[src/rtl/flsh_pkg.sv]
package flsh_pkg;

    localparam int DQ_W    = 8;
    localparam int TOG_BIT = 6;
    localparam int LIM_BIT = 5;

    localparam logic [1:0] OP_PROG   = 2'd0;
    localparam logic [1:0] OP_SERASE = 2'd1;

    localparam logic [7:0] CMD_RESET = 8'hF0;

    typedef struct packed {
        logic        use_req;
        logic [11:0] addr;
        logic [7:0]  data;
    } cmd_step_t;

    function automatic logic [2:0] cmd_len(input logic [1:0] op);
        return (op == OP_PROG) ? 3'd4 : 3'd6;
    endfunction

    function automatic cmd_step_t cmd_step(input logic [1:0] op,
                                           input logic [2:0] idx,
                                           input logic [7:0] pdata);
        cmd_step_t s;
        s = '{use_req: 1'b0, addr: 12'h555, data: 8'hAA};
        unique case (idx)
            3'd0: s = '{use_req: 1'b0, addr: 12'h555, data: 8'hAA};
            3'd1: s = '{use_req: 1'b0, addr: 12'h2AA, data: 8'h55};
            3'd2: s = '{use_req: 1'b0, addr: 12'h555,
                        data: (op == OP_PROG) ? 8'hA0 : 8'h80};
            3'd3: s = (op == OP_PROG) ? '{use_req: 1'b1, addr: 12'h000, data: pdata}
                                      : '{use_req: 1'b0, addr: 12'h555, data: 8'hAA};
            3'd4: s = '{use_req: 1'b0, addr: 12'h2AA, data: 8'h55};
            3'd5: s = (op == OP_SERASE) ? '{use_req: 1'b1, addr: 12'h000, data: 8'h30}
                                        : '{use_req: 1'b0, addr: 12'h555, data: 8'h10};
            default: s = '{use_req: 1'b0, addr: 12'h000, data: CMD_RESET};
        endcase
        return s;
    endfunction

endpackage

[src/rtl/flsh_poll_eval.sv]
module flsh_poll_eval
    import flsh_pkg::*;
(
    input  logic [DQ_W-1:0] first_rd,
    input  logic [DQ_W-1:0] second_rd,
    output logic            toggled,
    output logic            limit_hit
);
    always_comb begin
        toggled   = first_rd[TOG_BIT] ^ second_rd[TOG_BIT];
        limit_hit = first_rd[LIM_BIT] | second_rd[LIM_BIT];
    end
endmodule

[src/rtl/flsh_bus_phy.sv]
module flsh_bus_phy
    import flsh_pkg::*;
#(
    parameter int AW    = 17,
    parameter int T_AS  = 1,
    parameter int T_WP  = 2,
    parameter int T_AH  = 1,
    parameter int T_WPH = 1
) (
    input  logic            clk,
    input  logic            rst_n,
    input  logic            start,
    input  logic            is_write,
    input  logic [AW-1:0]   addr_in,
    input  logic [DQ_W-1:0] wdata_in,
    output logic            cyc_done,
    output logic [DQ_W-1:0] rdata,
    output logic            ce_n,
    output logic            oe_n,
    output logic            we_n,
    output logic [AW-1:0]   addr,
    output logic [DQ_W-1:0] dq_out,
    output logic            dq_oe,
    input  logic [DQ_W-1:0] dq_in
);
    localparam int TMAX_A = (T_AS > T_WP) ? T_AS : T_WP;
    localparam int TMAX_B = (T_AH > T_WPH) ? T_AH : T_WPH;
    localparam int TMAX   = (TMAX_A > TMAX_B) ? TMAX_A : TMAX_B;
    localparam int CW     = $clog2(TMAX + 1);

    typedef enum logic [2:0] {P_IDLE, P_SETUP, P_STROBE, P_HOLD, P_GAP} phase_e;

    phase_e        ph_q;
    logic [CW-1:0] cnt_q;
    logic          wr_q;

    always_ff @(posedge clk or negedge rst_n) begin
        if (!rst_n) begin
            ph_q     <= P_IDLE;
            cnt_q    <= '0;
            wr_q     <= 1'b0;
            ce_n     <= 1'b1;
            oe_n     <= 1'b1;
            we_n     <= 1'b1;
            dq_oe    <= 1'b0;
            addr     <= '0;
            dq_out   <= '0;
            rdata    <= '0;
            cyc_done <= 1'b0;
        end else begin
            cyc_done <= 1'b0;
            unique case (ph_q)
                P_IDLE: if (start) begin
                    addr   <= addr_in;
                    dq_out <= wdata_in;
                    wr_q   <= is_write;
                    ce_n   <= 1'b0;
                    dq_oe  <= is_write;
                    cnt_q  <= CW'(T_AS - 1);
                    ph_q   <= P_SETUP;
                end
                P_SETUP: if (cnt_q == '0) begin
                    we_n  <= ~wr_q;
                    oe_n  <= wr_q;
                    cnt_q <= CW'(T_WP - 1);
                    ph_q  <= P_STROBE;
                end else cnt_q <= cnt_q - 1'b1;
                P_STROBE: if (cnt_q == '0) begin
                    we_n  <= 1'b1;
                    oe_n  <= 1'b1;
                    if (!wr_q) rdata <= dq_in;
                    cnt_q <= CW'(T_AH - 1);
                    ph_q  <= P_HOLD;
                end else cnt_q <= cnt_q - 1'b1;
                P_HOLD: if (cnt_q == '0) begin
                    ce_n  <= 1'b1;
                    dq_oe <= 1'b0;
                    cnt_q <= CW'(T_WPH - 1);
                    ph_q  <= P_GAP;
                end else cnt_q <= cnt_q - 1'b1;
                P_GAP: if (cnt_q == '0) begin
                    cyc_done <= 1'b1;
                    ph_q     <= P_IDLE;
                end else cnt_q <= cnt_q - 1'b1;
                default: ph_q <= P_IDLE;
            endcase
        end
    end

    p_no_overlap_r5: assert property (@(posedge clk) disable iff (!rst_n)
        !(!we_n && !oe_n));
    p_drive_on_write_r5: assert property (@(posedge clk) disable iff (!rst_n)
        dq_oe |-> oe_n);
    p_strobe_in_ce_r4: assert property (@(posedge clk) disable iff (!rst_n)
        (!we_n || !oe_n) |-> !ce_n);
    p_addr_still_r4: assert property (@(posedge clk) disable iff (!rst_n)
        (!we_n && $past(!we_n)) |-> ($stable(addr) && $stable(dq_out)));
endmodule

[src/rtl/flsh_seq_ctrl.sv]
module flsh_seq_ctrl
    import flsh_pkg::*;
#(
    parameter int AW       = 17,
    parameter int T_AS     = 1,
    parameter int T_WP     = 2,
    parameter int T_AH     = 1,
    parameter int T_WPH    = 1,
    parameter int MAX_POLL = 4096
) (
    input  logic            clk,
    input  logic            rst_n,
    input  logic            req_valid,
    input  logic [1:0]      req_op,
    input  logic [AW-1:0]   req_addr,
    input  logic [DQ_W-1:0] req_data,
    output logic            req_ready,
    output logic            done,
    output logic            done_fail,
    output logic            fl_ce_n,
    output logic            fl_oe_n,
    output logic            fl_we_n,
    output logic [AW-1:0]   fl_addr,
    output logic [DQ_W-1:0] fl_dq_out,
    output logic            fl_dq_oe,
    input  logic [DQ_W-1:0] fl_dq_in
);
    localparam int NW = $clog2(MAX_POLL + 2) + 1;

    typedef enum logic [3:0] {
        S_IDLE, S_CMD, S_RD_A, S_RD_B, S_JUDGE,
        S_RE_A, S_RE_B, S_REJUDGE, S_ABORT, S_DONE
    } st_e;

    st_e             st_q, st_d;
    logic [1:0]      op_q;
    logic [AW-1:0]   addr_q;
    logic [DQ_W-1:0] data_q, rd_a_q, rd_b_q;
    logic [2:0]      step_q;
    logic [NW-1:0]   nreads_q;
    logic            pend_q, fail_q;

    logic            ph_start, ph_write, ph_done;
    logic [AW-1:0]   ph_addr;
    logic [DQ_W-1:0] ph_wdata, ph_rdata;
    logic            toggled, limit_hit;
    cmd_step_t       cur_step;
    logic            bus_state;

    assign cur_step = cmd_step(op_q, step_q, data_q);

    flsh_poll_eval u_eval (
        .first_rd (rd_a_q),
        .second_rd(rd_b_q),
        .toggled  (toggled),
        .limit_hit(limit_hit)
    );

    flsh_bus_phy #(.AW(AW), .T_AS(T_AS), .T_WP(T_WP), .T_AH(T_AH), .T_WPH(T_WPH)) u_phy (
        .clk     (clk),
        .rst_n   (rst_n),
        .start   (ph_start),
        .is_write(ph_write),
        .addr_in (ph_addr),
        .wdata_in(ph_wdata),
        .cyc_done(ph_done),
        .rdata   (ph_rdata),
        .ce_n    (fl_ce_n),
        .oe_n    (fl_oe_n),
        .we_n    (fl_we_n),
        .addr    (fl_addr),
        .dq_out  (fl_dq_out),
        .dq_oe   (fl_dq_oe),
        .dq_in   (fl_dq_in)
    );

    // next-state
    always_comb begin
        st_d = st_q;
        unique case (st_q)
            S_IDLE:    if (req_valid) st_d = S_CMD;
            S_CMD:     if (ph_done && step_q == cmd_len(op_q) - 3'd1) st_d = S_RD_A;
            S_RD_A:    if (ph_done) st_d = S_RD_B;
            S_RD_B:    if (ph_done) st_d = S_JUDGE;
            S_JUDGE: begin
                if (!toggled)                       st_d = S_DONE;
                else if (limit_hit)                 st_d = S_RE_A;
                else if (nreads_q >= NW'(MAX_POLL)) st_d = S_ABORT;
                else                                st_d = S_RD_A;
            end
            S_RE_A:    if (ph_done) st_d = S_RE_B;
            S_RE_B:    if (ph_done) st_d = S_REJUDGE;
            S_REJUDGE: st_d = toggled ? S_ABORT : S_DONE;
            S_ABORT:   if (ph_done) st_d = S_DONE;
            S_DONE:    st_d = S_IDLE;
            default:   st_d = S_IDLE;
        endcase
    end

    // state register and datapath
    always_ff @(posedge clk or negedge rst_n) begin
        if (!rst_n) begin
            st_q     <= S_IDLE;
            op_q     <= '0;
            addr_q   <= '0;
            data_q   <= '0;
            rd_a_q   <= '0;
            rd_b_q   <= '0;
            step_q   <= '0;
            nreads_q <= '0;
            pend_q   <= 1'b0;
            fail_q   <= 1'b0;
        end else begin
            st_q <= st_d;
            if (ph_start) pend_q <= 1'b1;
            if (ph_done)  pend_q <= 1'b0;
            unique case (st_q)
                S_IDLE: if (req_valid) begin
                    op_q     <= req_op;
                    addr_q   <= req_addr;
                    data_q   <= req_data;
                    step_q   <= '0;
                    nreads_q <= '0;
                    fail_q   <= 1'b0;
                end
                S_CMD: if (ph_done) step_q <= step_q + 3'd1;
                S_RD_A, S_RE_A: if (ph_done) begin
                    rd_a_q   <= ph_rdata;
                    nreads_q <= nreads_q + 1'b1;
                end
                S_RD_B, S_RE_B: if (ph_done) begin
                    rd_b_q   <= ph_rdata;
                    nreads_q <= nreads_q + 1'b1;
                end
                S_JUDGE:   if (toggled && !limit_hit && nreads_q >= NW'(MAX_POLL)) fail_q <= 1'b1;
                S_REJUDGE: if (toggled) fail_q <= 1'b1;
                default: ;
            endcase
        end
    end

    // outputs
    always_comb begin
        bus_state = (st_q == S_CMD) || (st_q == S_RD_A) || (st_q == S_RD_B) ||
                    (st_q == S_RE_A) || (st_q == S_RE_B) || (st_q == S_ABORT);
        ph_start  = bus_state && !pend_q;
        ph_write  = (st_q == S_CMD) || (st_q == S_ABORT);
        ph_addr   = addr_q;
        ph_wdata  = cur_step.data;
        if (st_q == S_CMD && !cur_step.use_req) ph_addr = AW'(cur_step.addr);
        if (st_q == S_ABORT) begin
            ph_addr  = '0;
            ph_wdata = CMD_RESET;
        end
        req_ready = (st_q == S_IDLE);
        done      = (st_q == S_DONE);
        done_fail = fail_q;
    end

    p_done_single_r10: assert property (@(posedge clk) disable iff (!rst_n)
        done |=> !done);
    p_ready_after_done_r10: assert property (@(posedge clk) disable iff (!rst_n)
        done |=> req_ready);
    p_abort_marks_fail_r9: assert property (@(posedge clk) disable iff (!rst_n)
        (st_q == S_ABORT) |-> fail_q);
    p_no_bus_when_idle_r6: assert property (@(posedge clk) disable iff (!rst_n)
        req_ready |-> (fl_we_n && fl_oe_n));
endmodule

[config.mk]
export PLATFORM = sky130hd
export DESIGN_NAME = flsh_seq_ctrl
export DESIGN_NICKNAME = d
export VERILOG_FILES = /design/src/rtl/flsh_pkg.sv /design/src/rtl/flsh_poll_eval.sv /design/src/rtl/flsh_bus_phy.sv /design/src/rtl/flsh_seq_ctrl.sv
export SDC_FILE = /design/constraint.sdc
export NUM_CORES = 1
export LEC_CHECK = 0
export BUFFER_PORTS_ARGS = -buffer_cell sky130_fd_sc_hd__buf_2
export CELL_PAD_IN_SITES_DETAIL_PLACEMENT = 0
export CELL_PAD_IN_SITES_GLOBAL_PLACEMENT = 1
export CORE_UTILIZATION = 48
export CTS_BUF_LIST = sky130_fd_sc_hd__clkbuf_8
export CTS_CLUSTER_SIZE = 30
export DETAILED_ROUTE_END_ITERATION = 16
export HOLD_SLACK_MARGIN = 0.03
export PLACE_DENSITY_LB_ADDON = 0.1
export REMOVE_ABC_BUFFERS = 1
export SLEW_MARGIN = 30
export SYNTH_ARGS = -nofsm -noshare
export SYNTH_HDL_FRONTEND = slang
export SYNTH_SLANG_ARGS = --single-unit
export TNS_END_PERCENT = 1
[constraint.sdc]
create_clock -name clk -period 3.7 [get_ports clk]
set_input_delay 0 -clock clk [delete_from_list [all_inputs] [get_ports clk]]
set_output_delay 0 -clock clk [all_outputs]
set_load 0.1 [all_outputs]
[After elaboration in Yosys (flattened, before gate mapping)]
Index checks and enable logic that the tools add are counted.
Operators by class
  add/sub/neg operators: 4
  order comparisons: 1
  equal/unequal tests: 37
  multiplexer cells: 55
  bitwise operators: 3
  reductions and logical operators: 44
Operators with widths (number)
  $pmux W21 S5: 1
  $mux W21: 2
  $mux W4: 10
  $pmux W4 S9: 1
  $mux W17: 2
  $mux W14: 2
  $pmux W14 S2: 1
  $ne A2 B1 Y1 const B: 11
  $mux W3: 7
  $reduce_and A3 Y1: 6
  $eq A4 B3 Y1 const B: 4
  $pmux W3 S5: 1
  $add A14 B1 Y14 const B: 1
  $ge A14 B13 Y1 const B: 1
  $mux W1: 14
  $eq A3 B2 Y1 const B: 4
  $ne A2 B2 Y1 const B: 6
  $mux W2: 5
  $reduce_bool A2 Y1: 5
  $eq A3 B3 Y1 const B: 3
  $eq A4 B2 Y1 const B: 2
  $eq A4 B4 Y1 const B: 2
  $mux W8: 1
  $pmux W1 S2: 4
  28 further kinds: 48
Storage, ports and cells
  register bits: 107
  input port bits: 38
  output and inout bits: 32

[Depth between registers and ports, before layout]
Gate-level depths: netlist of the first run.
  word-level depth: 9
  depth in mapped cells: 8
  gate-level depth less buffers: 7

[Cells and area by module]
From an unflattened synthesis of the first run, not the netlist that was laid out.
Second synthesis, totals
  cell total of the unflattened synthesis: 518
  area, all modules: 5415.2 sq um
Modules (own cells, without submodules)
  flsh_seq_ctrl: instances 1, cells each 380, area an instance 3519.6 sq um
  flsh_bus_phy: instances 1, cells each 136, area an instance 1880.6 sq um
  flsh_poll_eval: instances 1, cells each 2, area an instance 15.0 sq um

[Least setup slack after synthesis of the first run]
No wires, ideal clock.
  path type: reg-to-reg
  from: reg st_q[0]
  to: reg addr_q[12]
  setup time: 0.117 ns
  arrival time: 3.221 ns
  required time: 3.583 ns
  setup slack: 0.362 ns
  stages on the path, launching flop included: 8
  path buffers: 2
  cell sequence: dfrtp_1 -> buf_4 -> or3_1 -> nor2_1 -> nand2_1 -> clkbuf_1 -> nand2_1 -> nand2_1
On the way
  cells in the longest elaborated chain, start to end: 2
RTL lines
  start, declared: RTL line flsh_seq_ctrl.sv:35  | st_e st_q, st_d;
  start signal, assigned: RTL line flsh_seq_ctrl.sv:114  | st_q <= st_d;
  $logic_not A4 Y1
  named net req_ready: RTL line flsh_seq_ctrl.sv:17  | output logic req_ready,
  $reduce_and A2 Y1 (no line)
  end signal, assigned: RTL line flsh_seq_ctrl.sv:120  | addr_q <= req_addr;
  end, declared: RTL line flsh_seq_ctrl.sv:37  | logic [AW-1:0] addr_q;
The timed path passes the listed nets, and every way through them passes these cells.
A chain may end at the register's enable or synchronous reset.

[Worst setup path in the final report of the first run]
  from: reg st_q[0]
  to: reg u_phy.dq_out[1]
On the way
  cells in the longest elaborated chain, start to end: 8
  elaborated cells on any way between the ends: 14
  classes of those cells: eq/ne: 6; mux: 1; reduce/logical: 7
RTL lines
  $eq A4 B1 Y1 / $eq A4 B2 Y1 (equally long branches): RTL line flsh_seq_ctrl.sv:144  | bus_state = (st_q == S_CMD) || (st_q == S_RD_A) || (st_q == S_RD_B) ||
  $logic_or A1 B1 Y1 (3 in a row): RTL line flsh_seq_ctrl.sv:144
  $logic_or A1 B1 Y1 (2 in a row): RTL line flsh_seq_ctrl.sv:145  | (st_q == S_RE_A) || (st_q == S_RE_B) || (st_q == S_ABORT);
  $logic_and A1 B1 Y1: RTL line flsh_seq_ctrl.sv:146  | ph_start = bus_state && !pend_q;
  $reduce_and A2 Y1 (no line)
  end signal, assigned: RTL line flsh_bus_phy.sv:55  | dq_out <= wdata_in;
  end, declared: RTL line flsh_bus_phy.sv:22  | output logic [DQ_W-1:0] dq_out,
Several ways; a longest one is shown, not always the timed one.

==> results of run 1 <==
==> synth_stat cells (all sizes together) (2+ instances only) <==
master,instances,share of area
a2bb2oi,2,0.0039
nor2b,6,0.0085
xor2,4,0.0079
a31oi,8,0.011
a22o,7,0.014
a21oi,18,0.020
o21ai,39,0.044
and3,6,0.0085
nand2b,2,0.0028
xnor2,12,0.024
and3b,2,0.0039
o31ai,4,0.0068
a2111oi,6,0.012
ha,9,0.025
nor3,6,0.0093
o22a,3,0.0059
inv,17,0.014
mux2,6,0.015
clkbuf,14,0.012
a211oi,9,0.015
nor2,40,0.034
dfstp,3,0.018
a221o,2,0.0045
nand3,11,0.012
or4,2,0.0034
o41ai,2,0.0039
a21o,4,0.0068
or2,2,0.0028
dfrtp,89,0.50
nand2,121,0.10
nor4,2,0.0042
buf,10,0.012
a221oi,2,0.0054
and2,2,0.0028
==> critical path, stage by stage, from the launching register on <==
cell      delay [ps]
dfrtp_1          580
nor4b_4          310
buf_4            210
a221oi_2          90
or4_1            770
buf_4            310
o31ai_1          250
==> final cells by class <==
type / instances / area [µm²] / area share
multi-input combinational: 349 / 1976 / 0.3680
clock buffer: 9 / 123.9 / 0.02307
clock inverter: 7 / 67.56 / 0.01258
tap: 108 / 135.1 / 0.02517
inverter: 17 / 63.81 / 0.01189
timing repair buffer: 103 / 696.9 / 0.1298
sequential: 92 / 2306 / 0.4295
==> metal layers <==
layer  wire, µm  part of all wire  GRT usage
met1       4802              0.49     0.3022
met5          0                 0          0
met2       4644              0.47     0.3629
met3        326             0.033    0.03293
met4         90            0.0091    0.05511
==> where the power goes <==
group | internal (W) | switching [W] | total (W)
Clock | 0.000265 | 0.000403 | 0.000667
Sequential | 0.00135 | 0.000270 | 0.00162
Combinational | 0.000505 | 0.00164 | 0.00215
==> kinds of logic after synthesis <==
logic type	share of synthesized area
flip-flops	0.5196
buffers and inverters	0.03778
multiplexers	0.01748
adder cells (fa/ha/maj)	0.02537
XOR/XNOR	0.03157
AND/OR/NAND/NOR	0.2069
AO/OA/AOI/OAI	0.1613
==> registers in the layout, indices dropped and copies added (netlist names) <==
signal          flops
u_phy.dq_out        8
done_fail           1
u_phy.ce_n          1
st_q                4
addr_q             17
u_phy.we_n          1
rd_a_q              2
u_phy.wr_q          1
u_phy.cyc_done      1
u_phy.ph_q          3
u_phy.addr         17
u_phy.rdata         2
op_q                2
u_phy.cnt_q         2
step_q              3
pend_q              1
u_phy.dq_oe         1
u_phy.oe_n          1
rd_b_q              2
data_q              8
nreads_q           14
==> how the worst max path moves through the flow <==
stage	slack [ps]	from	to
6_report	1080	st_q[0]	u_phy.dq_out[1]
5_1_grt	880	st_q[0]	u_phy.dq_out[6]
4_1_cts	1050	st_q[0]	u_phy.dq_out[1]
3_5_place_dp	1080	st_q[0]	u_phy.dq_out[1]
3_3_place_gp	1130	st_q[0]	u_phy.addr[7]
2_1_floorplan	60	st_q[0]	done_fail
==> stage by stage <==
stage | std cells | cell area (µm²) | hold slack [ps]
2_1_floorplan | 458 | 4334 | -295.6
3_3_place_gp | 639 | 4867 | 174.1
3_5_place_dp | 639 | 4867 | 187.8
4_1_cts | 685 | 5359 | 179.0
5_1_grt | 685 | 5369 | 229.2
6_report | 685 | 5369 | 202.7
==> impl_results.md, run 1 <==
- Outcome: finished with violations
- Violations in the final reports: DRC
- CTS resizes: 0
- Worst skew pair latency: 360 ps
- Worst EP arrival: 2890 ps
- RR Endpoint: u_phy.dq_out[1]
- Worst r2r src: st_q[0]
- Cell variety after synth: 51
- Final setup fails: 0
- Placement Rows: 34
- CTS tree: done
- Fraction of layout cells with a size suffix above 1: 0.1837
- Avg WL per Cell: 14.40 µm
- First DRT Iteration DRCs: 202
- Synth Flop Type: dfrtp_1
- Setup bufs post-CTS: 0
- Worst hold start: req_valid
- Max_cap viols: 0
- Fin. max-slew vios: 0
- Min cycle time layout: 2623 ps
- Die height: 98.16 µm
- Period utilisation layout: 0.7090
- Nets: 619
- Most common cell after layout, fill and taps aside: nand2_1
- HP Class: in -> reg
- Hold path depth: 4
- Post-layout util: 0.6068
- Dpl ws: 1082 ps
- Reg2reg setup slack: 1080 ps
- Diode count: 0
- First-pass GRT wire length: 16.88 mm
- GRT Residual Overflow: 0
- Num Clock Sinks: 92
- Hold-fix buffers at CTS: 30
- Largest net degree at the start of global routing: 70
- Post-synthesis instance total: 482
- Final routed DRC violation total: 1
- H-tree depth: 3
- Post-synth ARST share: 1.000
- DR vias/cell: 5.301
- Overall power: 0.004433 W
- R2r worst-path depth: 6
- RSZ-0062 raised after global routing: no
- Fin Clk Skew: 8.026 ps
- GR Util All Layers: 0.2186
- Number of global-route vias before repair: 3,489
- TNS Setup: 0 ps
- Clock Pin Slew Worst Setup and Hold Paths: 100 ps
- CP Capture Type: flop
- Initial antenna violation count: 0
- I/O pin cnt: 70
- CP required: 3960 ps
- Layout Area Growth over Synthesis: 20.98%
- Fmax: 381.2 MHz
- EDFF count, synth: 0
- Routed Antenna Nets: 0
- Crit path launch type: flop
- Worst vdd ir: 505.0 µV
- Core Footprint: 0.008848 mm²
- Most frequent cells in the layout: 121 x nand2_1, 89 x dfrtp_1, 62 x buf_2, 40 x nor2_1, 34 x o21ai_0
- Die W: 98.16 µm
- Fin. Hold Viols: 0
- Post-Route WL: 9.863 mm
- Flops & latches, synth: 92
- Routability congestion estimate: 0.7832
- Power per cell area: 825.6 mW/mm²
- Syn. warnings: 0
- Crit path max fanout: 16
- Worst-case clock buffer depth: 2
- Total leakage power: 2.585 nW
- Die area: 0.009634 mm²
- PortBufs: 63
- Via count: 3,631
- Synth Cell Area: 0.004438 mm²
- Kind of critical path: reg -> reg
- TritonRoute pass-1 iters: 12
- Syn_area_per_cell: 9.207 µm²
- Root buf cell: clkbuf_8
- Hold EP: st_q[1]
- Final worst slack: 1077 ps
- Total CTS buffers: 9
- Slew Limit Headroom: 0.4522
- Detailed Place HPWL: 6.411 mm
- Tightest Pin Transition: 813.2 ps
- Effective utilization at floorplan: 0.5016
- # fillers: 812
- Register area share after synthesis: 0.5196
Power figures use the tool's default switching activity.
==> run 2: changes to the inputs <==
--- a/config.mk
+++ b/config.mk
@@ -5,10 +5,11 @@
 export SDC_FILE = /design/constraint.sdc
 export NUM_CORES = 1
 export LEC_CHECK = 0
+export ABC_AREA = 1
 export BUFFER_PORTS_ARGS = -buffer_cell sky130_fd_sc_hd__buf_2
 export CELL_PAD_IN_SITES_DETAIL_PLACEMENT = 0
 export CELL_PAD_IN_SITES_GLOBAL_PLACEMENT = 1
-export CORE_UTILIZATION = 48
+export CORE_UTILIZATION = 39
 export CTS_BUF_LIST = sky130_fd_sc_hd__clkbuf_8
 export CTS_CLUSTER_SIZE = 30
 export DETAILED_ROUTE_END_ITERATION = 16
==> constraint.sdc (replaced) <==
create_clock -name clk -period 2.1 [get_ports clk]
set_input_delay 0 -clock clk [delete_from_list [all_inputs] [get_ports clk]]
set_output_delay 0 -clock clk [all_outputs]
set_load 0.1 [all_outputs]
==> impl_results.md, run 2 <==
- Worst skew pair latency: 360 ps (about the same)
- H-tree depth: 3 (unchanged)
- Synth area leaders: dfrtp_1 48%, nand2_1 19%, nand3_1 6.6%, o21ai_0 5.0%, inv_1 4.6%
- Nets: 752 (+21%)
- Final setup fails: 0 (unchanged)
- Hold-fix buffers at CTS: 30 (unchanged)
- Worst-case clock buffer depth: 2 (unchanged)
- Num Clock Sinks: 92 (unchanged)
- RSZ-0062 raised after global routing: no
- First DRT Iteration DRCs: 135 (-33%)
- Post-synth top area share: 0.4811 (-0.02075)
- CP Capture Type: flop
- First-pass GRT wire length: 18.60 mm (+10%)
- Kind of critical path: reg -> reg
- Synth area leader: dfrtp_1
- Top flop regs: addr_q (17), u_phy.addr (17), nreads_q (14)
- Violations in the final reports: DRC
- Worst vdd ir: 987.0 µV (+95%)
- Layout Area Growth over Synthesis: 20.59%
- Worst r2r src: step_q[1]
- CTS tree: done
- Tightest Pin Transition: 495.4 ps (-317.7 ps)
- Routability congestion estimate: 0.8158 (+4.2%)
- Fin. max-slew vios: 0 (unchanged)
- Routed Antenna Nets: 0 (unchanged)
- Total leakage power: 2.867 nW (+11%)
- PortBufs: 63 (unchanged)
- Reg2reg setup slack: 260 ps (-820 ps)
- Fin. Hold Viols: 0 (unchanged)
- Post-layout util: 0.4848 (-0.1220)
- Fin Clk Skew: 9.464 ps (+1.438 ps)
- I/O pin cnt: 70 (unchanged)
- Effective utilization at floorplan: 0.4020 (-0.09956)
- R2r worst-path depth: 10 (+4)
- Core Footprint: 0.01152 mm² (+30%)
- Fmax: 543.0 MHz (+42%)
- Post-Route WL: 10.81 mm (+9.6%)
- Setup crit end: u_phy.addr[9]
- HP Class: in -> async
- Final routed DRC violation total: 2 (+1)
- Post-synthesis instance total: 608 (+26%)
- Cell variety after synth: 31 (-39%)
- Die height: 111.0 µm (+13%)
- Critical path origin: step_q[1]
- Post-synth ARST share: 1.000 (unchanged)
- Crit path max fanout: 5 (-11)
- Min cycle time layout: 1841 ps (-782.0 ps)
- GRT Residual Overflow: 0 (unchanged)
- Period utilisation layout: 0.8769 (+0.1678)
- Die W: 111.0 µm (+13%)
- DR vias/cell: 4.744 (-10%)
- Outcome: finished with violations
- Worst EP arrival: 2100 ps (-790 ps)
- Crit path launch type: flop
- Slew Limit Headroom: 0.6697 (+0.2176)
- Dpl cell area: 0.005114 mm² (+5.1%)
- Syn. warnings: 0 (unchanged)
- Final worst slack: 258.5 ps (-818.0 ps)
- Via count: 4,047 (+11%)
- # fillers: 1,145 (+41%)
- Count leader, synth: nand2_1
- Max_cap viols: 0 (unchanged)
- Diode count: 0 (unchanged)
- Initial antenna violation count: 0 (unchanged)
- Placement Rows: 39 (+15%)
- Root buf cell: clkbuf_8
- CP required: 2360 ps (-1600 ps)
- Largest net degree at the start of global routing: 93 (+33%)
- Die area: 0.01231 mm² (+28%)
- Avg WL per Cell: 12.68 µm (-12%)
- EDFF count, synth: 0 (unchanged)
- Clock Pin Slew Worst Setup and Hold Paths: 90 ps (about the same)
- Syn_area_per_cell: 7.614 µm² (-17%)
- GR Util All Layers: 0.1913 (-0.02726)
- Top cells by count, synth: 233 x nand2_1, 89 x dfrtp_1, 61 x nand3_1
- Most frequent cells in the layout: 233 x nand2_1, 89 x dfrtp_1, 62 x buf_2, 61 x nand3_1, 59 x inv_1
- Most common cell after layout, fill and taps aside: nand2_1
- Fraction of layout cells with a size suffix above 1: 0.1465 (-0.03723)
- RR Endpoint: u_phy.addr[9]
- Total CTS buffers: 9 (unchanged)
- Setup bufs post-CTS: 0 (unchanged)
- Flops & latches, synth: 92 (unchanged)
- TritonRoute pass-1 iters: 11 (-1)
- Synth Cell Area: 0.004629 mm² (+4.3%)
- Dpl ws: 268.4 ps (-814.0 ps)
- Footprint of the multi-input gates: 0.002001 mm² (+1.3%)
- Detailed Place HPWL: 7.389 mm (+15%)
- Register area: 0.002306 mm² (unchanged)
- Synth Flop Type: dfrtp_1
- Power per cell area: 1623 mW/mm² (+97%)
- CTS resizes: 0 (unchanged)
- Register area share after synthesis: 0.4981 (-0.02149)
- Fin area: 0.005583 mm² (+4.0%)
- Number of global-route vias before repair: 3,920 (+12%)
## run 2: cell count changes in the layout (fill, tap and decap cells not counted), sizes merged, moves of 7 or more
cell,before,now
a31oi,8,0
xnor2,12,1
a211oi,9,0
o21ai,39,63
nand2,121,235
inv,22,63
a22o,7,0
nand3,11,62
a21oi,18,5
## run 2: power by group
group | leakage (nW) | internal (W) | switching (W)
sequential | 1.17 | 0.00246 | 0.000419
combinational | 1.61 | 0.00112 | 0.00399
clock | 0.0882 | 0.000427 | 0.000642
## run 2: cell families after synthesis
family | after synthesis | synth area share
flops | 92 | 0.4981
buf+inv | 75 | 0.07081
compound gates | 75 | 0.08649
simple gates | 355 | 0.3165
fa+ha+maj | 9 | 0.02432
xor+xnor | 2 | 0.003784
## run 2: worst min path at each step
stage / from / endpoint / slack [ps] / cells past startpoint
final: rst_n / rd_b_q[6] / 240 / 3
after global routing: req_valid / data_q[3] / 250 / 6
after CTS: req_valid / data_q[3] / 210 / 6
after detailed placement: rst_n / st_q[1] / 100 / 2
after global placement: rst_n / st_q[1] / 90 / 2
after floorplan: rst_n / addr_q[0] / -300 / 0
## run 2: worst max-delay path, stage by stage, from the launching register on
cell     delay [ps]
dfrtp_1         440
ha_1            220
ha_1            240
nand2_1         160
nand2_1          70
nand2_1          50
nand2_1          70
nand2_1         110
nand2_1         200
nand3_1         130
nand2_1          50
## run 2: per-layer routing
metal	track usage	up-vias	wire, µm
met4	0.07945	0	129
met2	0.3015	54	4799
met1	0.2640	1861	5640
met5	0	-	0
li1	-	2121	-
met3	0.02788	11	243
## run 2: final cells by class
class                      count  area share
multi-input combinational    441      0.3584
tap                          143     0.03205
sequential                    92      0.4130
clock inverter                 7    0.008068
clock buffer                   9     0.02219
inverter                      60     0.04034
timing repair buffer         101      0.1260
## run 2: through the flow
stage / hold slack, ps / std cells / total power (W) / setup TNS [ps]
after global placement: 94.00 / 807 / 0.007958 / 0
final: 235.0 / 853 / 0.009061 / 0
after CTS: 212.4 / 853 / 0.009167 / 0
after global routing: 247.5 / 853 / 0.009803 / 0
after floorplan: -295.6 / 593 / 0.006819 / -936.5
after detailed placement: 98.99 / 807 / 0.008005 / 0
